`src/rtl/adc_if_pkg.sv`:
```
package adc_if_pkg;
  typedef enum logic [1:0] {
    MODE_SLOW = 2'd0,
    MODE_FAST = 2'd1,
    MODE_DMA  = 2'd2
  } if_mode_e;
endpackage

```
`src/rtl/adc_chan_latch.sv`:
```
module adc_chan_latch #(
  parameter int CH_W = 3
) (
  input  logic            clk,
  input  logic            rst_n,
  input  logic            addr_le,
  input  logic            cs_n,
  input  logic [CH_W-1:0] addr,
  output logic [CH_W-1:0] ch_sel
);
  logic [CH_W-1:0] ch_q;
  logic            open_w;

  assign open_w = addr_le && !cs_n;

  always_ff @(posedge clk or negedge rst_n) begin
    if (!rst_n)      ch_q <= '0;
    else if (open_w) ch_q <= addr;
  end

  // transparent path while open, held value otherwise
  assign ch_sel = open_w ? addr : ch_q;

  p_addr_hold_r1: assert property (@(posedge clk) disable iff (!rst_n)
    (!addr_le || cs_n) |=> $stable(ch_q));
endmodule

```
`src/rtl/adc_mode_decode.sv`:
```
module adc_mode_decode
  import adc_if_pkg::*;
(
  input  logic     slow_sel,
  input  logic     cs_n,
  input  logic     wr_n,
  input  logic     rd_n,
  output if_mode_e mode,
  output logic     rd_act
);
  assign rd_act = !cs_n && !rd_n;

  always_comb begin
    if (!slow_sel)                 mode = MODE_FAST;
    else if (rd_act && !wr_n)      mode = MODE_DMA;
    else                           mode = MODE_SLOW;
  end
endmodule

```
`src/rtl/adc_conv_seq.sv`:
```
module adc_conv_seq
  import adc_if_pkg::*;
#(
  parameter int CONV_CYC = 3,
  parameter int WIN_CYC  = 1
) (
  input  logic     clk,
  input  logic     rst_n,
  input  if_mode_e mode,
  input  logic     cs_n,
  input  logic     wr_n,
  input  logic     rd_act,
  input  logic     accept,
  output logic     conv_start,
  output logic     sample_n,
  output logic     eoc
);
  localparam int CW = $clog2(CONV_CYC + 1);
  localparam int AW = $clog2(WIN_CYC + 2);
  localparam logic [CW-1:0] CNT_LOAD = CW'(CONV_CYC - 1);
  localparam logic [AW-1:0] AGE_SAT  = AW'(WIN_CYC);

  logic          active;
  logic [CW-1:0] cnt;
  logic          wr_prev;
  logic [AW-1:0] age;
  logic          eoc_en;
  logic          req;
  logic          start_ok;
  logic          start;

  // a running conversion may be followed at its last cycle (continuous rate)
  assign start_ok = !active || (cnt == '0);

  always_comb begin
    case (mode)
      MODE_SLOW: req = !cs_n && wr_prev && !wr_n;
      MODE_FAST: req = !wr_n;
      MODE_DMA:  req = 1'b1;
      default:   req = 1'b0;
    endcase
  end

  assign start = req && start_ok;

  always_ff @(posedge clk or negedge rst_n) begin
    if (!rst_n) begin
      active     <= 1'b0;
      cnt        <= '0;
      wr_prev    <= 1'b1;
      age        <= AGE_SAT;
      eoc_en     <= 1'b0;
      conv_start <= 1'b0;
      sample_n   <= 1'b1;
      eoc        <= 1'b0;
    end else begin
      wr_prev    <= wr_n;
      conv_start <= start;
      sample_n   <= !start;
      eoc        <= accept && eoc_en;
      if (start) begin
        active <= 1'b1;
        cnt    <= CNT_LOAD;
      end else if (active) begin
        if (cnt == '0) active <= 1'b0;
        else           cnt    <= cnt - 1'b1;
      end
      if (start)              age <= '0;
      else if (age < AGE_SAT) age <= age + 1'b1;
      if (start)
        eoc_en <= (mode == MODE_SLOW) && !rd_act;
      else if (accept || (rd_act && (age < AGE_SAT)))
        eoc_en <= 1'b0;
    end
  end

  p_strobe_single_r2: assert property (@(posedge clk) disable iff (!rst_n)
    !sample_n |=> sample_n);
  p_cs_blocks_r2: assert property (@(posedge clk) disable iff (!rst_n)
    (mode == MODE_SLOW && cs_n) |=> !conv_start);
  p_start_gap_r6: assert property (@(posedge clk) disable iff (!rst_n)
    conv_start |=> !conv_start);
  p_eoc_pulse_r3: assert property (@(posedge clk) disable iff (!rst_n)
    eoc |=> !eoc);
endmodule

```
`src/rtl/adc_out_stage.sv`:
```
module adc_out_stage
  import adc_if_pkg::*;
#(
  parameter int DATA_W = 10,
  parameter int BYTE_W = 8
) (
  input  logic              clk,
  input  logic              rst_n,
  input  if_mode_e          mode,
  input  logic              rd_act,
  input  logic              bus_wide,
  input  logic              hi_sel,
  input  logic              res_valid,
  input  logic [DATA_W-1:0] res_data,
  input  logic              res_ovr,
  output logic              res_ready,
  output logic              accept,
  output logic [DATA_W:0]   dq,
  output logic [DATA_W:0]   dq_oe
);
  localparam int W    = DATA_W + 1;
  localparam int HI_W = W - BYTE_W;

  logic [W-1:0] word_q;

  // fast mode freezes the latch while the host reads it
  assign res_ready = !((mode == MODE_FAST) && rd_act);
  assign accept    = res_valid && res_ready;

  always_ff @(posedge clk or negedge rst_n) begin
    if (!rst_n)      word_q <= '0;
    else if (accept) word_q <= {res_ovr, res_data};
  end

  for (genvar i = 0; i < W; i++) begin : g_bit
    localparam bit IN_HI = (i >= BYTE_W);
    assign dq_oe[i] = rd_act && (bus_wide || (hi_sel == IN_HI));
    assign dq[i]    = dq_oe[i] && word_q[i];
  end

  p_fast_freeze_r7: assert property (@(posedge clk) disable iff (!rst_n)
    (mode == MODE_FAST && rd_act) |=> $stable(word_q));
  p_byte_split_r9: assert property (@(posedge clk) disable iff (!rst_n)
    ($countones(dq_oe) == 0) || ($countones(dq_oe) == BYTE_W) ||
    ($countones(dq_oe) == HI_W) || ($countones(dq_oe) == W));
  p_idle_hiz_r10: assert property (@(posedge clk) disable iff (!rst_n)
    !rd_act |-> (dq_oe == '0 && dq == '0));
endmodule

```
`src/rtl/adc_host_ctrl.sv`:
```
module adc_host_ctrl
  import adc_if_pkg::*;
#(
  parameter int CH_W     = 3,
  parameter int DATA_W   = 10,
  parameter int BYTE_W   = 8,
  parameter int CONV_CYC = 3,
  parameter int WIN_CYC  = 1
) (
  input  logic              clk,
  input  logic              rst_n,
  input  logic              addr_le,
  input  logic              cs_n,
  input  logic              wr_n,
  input  logic              rd_n,
  input  logic              slow_sel,
  input  logic              bus_wide,
  input  logic              hi_sel,
  input  logic [CH_W-1:0]   addr,
  output logic [CH_W-1:0]   ch_sel,
  output logic              conv_start,
  output logic              sample_n,
  output logic              eoc,
  input  logic              res_valid,
  output logic              res_ready,
  input  logic [DATA_W-1:0] res_data,
  input  logic              res_ovr,
  output logic [DATA_W:0]   dq,
  output logic [DATA_W:0]   dq_oe
);
  if_mode_e mode;
  logic     rd_act;
  logic     accept;

  adc_chan_latch #(.CH_W(CH_W)) u_chan (
    .clk(clk), .rst_n(rst_n), .addr_le(addr_le), .cs_n(cs_n),
    .addr(addr), .ch_sel(ch_sel)
  );

  adc_mode_decode u_mode (
    .slow_sel(slow_sel), .cs_n(cs_n), .wr_n(wr_n), .rd_n(rd_n),
    .mode(mode), .rd_act(rd_act)
  );

  adc_conv_seq #(.CONV_CYC(CONV_CYC), .WIN_CYC(WIN_CYC)) u_seq (
    .clk(clk), .rst_n(rst_n), .mode(mode), .cs_n(cs_n), .wr_n(wr_n),
    .rd_act(rd_act), .accept(accept), .conv_start(conv_start),
    .sample_n(sample_n), .eoc(eoc)
  );

  adc_out_stage #(.DATA_W(DATA_W), .BYTE_W(BYTE_W)) u_out (
    .clk(clk), .rst_n(rst_n), .mode(mode), .rd_act(rd_act),
    .bus_wide(bus_wide), .hi_sel(hi_sel), .res_valid(res_valid),
    .res_data(res_data), .res_ovr(res_ovr), .res_ready(res_ready),
    .accept(accept), .dq(dq), .dq_oe(dq_oe)
  );

  p_dma_no_eoc_r5: assert property (@(posedge clk) disable iff (!rst_n)
    (mode == MODE_DMA && $past(mode) == MODE_DMA && $past(mode, 2) == MODE_DMA) |-> !eoc);
endmodule

```
`config.mk`:
```
export PLATFORM = sky130hd
export DESIGN_NAME = adc_host_ctrl
export DESIGN_NICKNAME = d
export VERILOG_FILES = /design/src/rtl/adc_if_pkg.sv /design/src/rtl/adc_chan_latch.sv /design/src/rtl/adc_mode_decode.sv /design/src/rtl/adc_conv_seq.sv /design/src/rtl/adc_out_stage.sv /design/src/rtl/adc_host_ctrl.sv
export SDC_FILE = /design/constraint.sdc
export NUM_CORES = 1
export LEC_CHECK = 0
export ABC_AREA = 1
export BUFFER_PORTS_ARGS = -buffer_cell sky130_fd_sc_hd__buf_2
export CAP_MARGIN = 20
export CORE_AREA = 5 5 60 62
export DETAILED_ROUTE_END_ITERATION = 16
export DIE_AREA = 0 0 65 67
export GPL_TIMING_DRIVEN = 0
export PLACE_DENSITY = 0.74
export SYNTH_ARGS = -nofsm -noshare
export SYNTH_HDL_FRONTEND = slang
export SYNTH_SLANG_ARGS = --single-unit
```
`constraint.sdc`:
```
create_clock -name clk -period 1.2 [get_ports clk]
set_clock_uncertainty 0.1 [all_clocks]
set_input_delay 0.12 -clock clk [delete_from_list [all_inputs] [get_ports clk]]
set_output_delay 0.12 -clock clk [all_outputs]
set_load 0.005 [all_outputs]
```
==> results.md <==
* Layout cells sized above 1 at 0.664
* Floorplan row count at 20
* Worst Setup SP: u_chan.ch_q[0]
* Area of placed instances at 0.00150 mm²
* Maximum fanout along the worst path at 2
* Met2 usage at 0.268
* Number of port buffers at 52
* Placer Congestion at around 0.74
* Initial antenna violation count at 0
* Post-synthesis cell type count at 17
* Worst path cell trace: mux2_4, buf_6
* Failing checks: negative hold slack, negative setup slack
* Worst Tran Pin Value at 542 ps
* Crit path DAT at 1080 ps
* Root buf cell: clkbuf_4
* WHS Path Cells at 2
* Remaining antenna violation count at 0
* Vias per std cell at 4.42
* Worst path required time at 980 ps
* PwrDens at 1410 mW/mm²
* Tmin final at 1300 ps
* Hold WS at -48.5 ps
* Register bit count reported by yosys at 24
* H-tree depth at 1
* Worst VDD drop at 1100 µV
* Clock Sink Count at 24
* Syn avg cell area at between 8 and 9 µm²
* IO Count at 53
* Yosys warning count at 0
* NetSw at 0.000925 W
* Final worst slack at -100 ps
* Clock Latency Late Sink at 310 ps
* Area Growth Syn to Fin at 65.1%
* Critical path depth at 2
* First-pass GRT wire length at 4820 µm
* Switching power share of the total at 0.334
* Syn Inst Count at 135
* Vias in the first global route at 1,114
* Syn_nets at approximately 160
* Layout Cell Area excl Fill at 0.00196 mm²
* Die Y-Extent at 67 µm
* Ant diodes at 0
* Relative slew margins at 0.639
* Slowest cell on crit path: dfrtp_1
* Core area at 0.00298 mm²
* Die width at between 60 and 70 µm
* Clock group share of total power at 0.150
* Hold buffers post-CTS at 14
* Worst-case clock buffer depth at 2
* Routed len/inst at 12.1 µm
* Flop pwr share at 0.387
* RSZ-0062 raised after global routing: true
* GR peak layer: met2
* Placed insts at between 200 and 250
* Number of max-cap violations at 0
* Non-Filler Instances at approximately 250
* Cell family with most CP delay: flip-flops
* Hold path startpoint: addr[0]
* Fmax at 769 MHz
* DRC violations left at 0
* Initial Utilization at 0.400
* Critical register-to-register path startpoint: u_seq.age[0]
* Final setup fails at 5
* Vias at 1,118
* Int Pwr at 0.00184 W
* Met1 Use GR at 0.168
* R2R depth at 6
* Hold Path Class: in2reg
* Clock slew at reported path FFs at approximately 120 ps
* Sequential share of the synthesized area at 0.508
* Max incr delay on CP at ~400 ps
* Routing usage on met3 at 0.0304
* Overflow left after global routing at 0
* Final hold vios at 2
* Num CTS Buffers at 3
* Final wirelength at a little over 3000 µm
* Die ar. at 0.00436 mm²
* DR pass1 iterations at 4
* Max-slew violation count at 0
* Period utilization at 1.08
* CTS tree: done
* Detailed Route Iter0 Violations at 27
* Final net count at 247
* CP startpoint kind: register
* Largest net degree at the start of global routing at 25
* Total leakage power at 1.08 nW
* Setup TNS at -293 ps
* Status: complete, but fails checks
* Kind of critical path: reg2out
* Buf/Inv on CP at 1
* Total GRT Usage at 0.143
* Mapped Area at 0.00119 mm²
* Dpl hpwl at 1960 µm
* Comb power frac at 0.463
* Worst setup EP type: output port
-- area by class of cell --
type / count / area, µm²
Buffer: 11 / 90.1
Fill cell: 235 / 1010
Inverter: 31 / 126
Tap cell: 33 / 41.3
Sequential cell: 24 / 604
Multi-Input combinational cell: 69 / 518
Timing Repair Buffer: 81 / 548
Clock buffer: 4 / 36.3
-- power by group through the flow --
stage          combinational [W]  clock [W]  sequential (W)
6_report                 0.00128   0.000415         0.00107
5_1_grt                  0.00144   0.000470         0.00109
4_1_cts                 0.000962   0.000430         0.00105
3_5_place_dp            0.000722          0         0.00107
3_3_place_gp            0.000694          0         0.00106
2_1_floorplan           0.000497          0         0.00106
-- layout by cell type (no fill, tap or decap), types with 3 or more instances in the layout --
cell type / instances
buf_2: 47
buf_4: 23
buf_6: 8
clkbuf_4: 3
dfrtp_1: 21
dfstp_2: 3
dlygate4sd3_1: 14
inv_1: 10
inv_2: 18
mux2_4: 3
nand2_1: 20
nand2_2: 5
nor2_1: 5
nor2_2: 7
nor2_4: 4
o21ai_2: 14
-- metal layers --
metal  routed length [µm]  vias up
li1                     -      567
met1                 1220      519
met2                 1670       32
met3                  158        0
met4                    0        0
met5                    0        -
-- sequential cells by signal, summed over array words and instances, names as in the netlist --
| name | cells |
|---|---|
| u_seq.age | 2 |
| u_seq.conv_start | 1 |
| u_seq.cnt | 2 |
| u_out.word_q | 11 |
| u_seq.active | 1 |
| u_seq.eoc | 1 |
| u_seq.eoc_en | 1 |
| u_seq.wr_prev | 1 |
| u_chan.ch_q | 3 |
| u_seq.sample_n | 1 |
-- through the flow --
stage / util / worst slack, ps / power (W)
after floorplan: - / -10.6 / 0.00156
final: 0.660 / -100 / 0.00277
after global placement: 0.503 / -170 / 0.00176
after CTS: 0.600 / -111 / 0.00245
after global routing: 0.660 / -172 / 0.00300
after detailed placement: 0.503 / -177 / 0.00179
-- cells in the mapped netlist (all sizes together) --
library cell	n	area, µm²
a21oi	1	5.00
nand3	5	25.0
dfrtp	21	526
ha	2	25.0
nand4	1	6.26
nor2	16	62.6
o21ai	15	116
nand2	26	105
buf	11	90.1
mux2	3	33.8
dfstp	3	78.8
inv	31	116
-- cell families after synthesis --
family          count (synthesis)  share of synthesized area
mux                             3                     0.0284
compound gates                 16                      0.102
flops                          24                      0.508
simple gates                   48                      0.167
buf+inv                        42                      0.173
fa+ha+maj                       2                     0.0210
-- what timing repair did --
action	in CTS	in global routing
gates resized for setup	21	44
pin swaps	4	13
hold endpoints to repair	36	2
buffers inserted	4	12
setup endpoints to repair	27	26
-- path summary, 6_finish.rpt --
kind | end | slack [ps]
max | ch_sel[0] | -100
min | u_chan.ch_q[0] | -50
max reg2reg | u_seq.age[1] | -10
min reg2reg | u_seq.eoc | 420
max in group asynchronous | u_seq.sample_n | 410
min in group asynchronous | u_out.word_q[0] | 220
No activity file was read; power rests on OpenSTA's default activity.
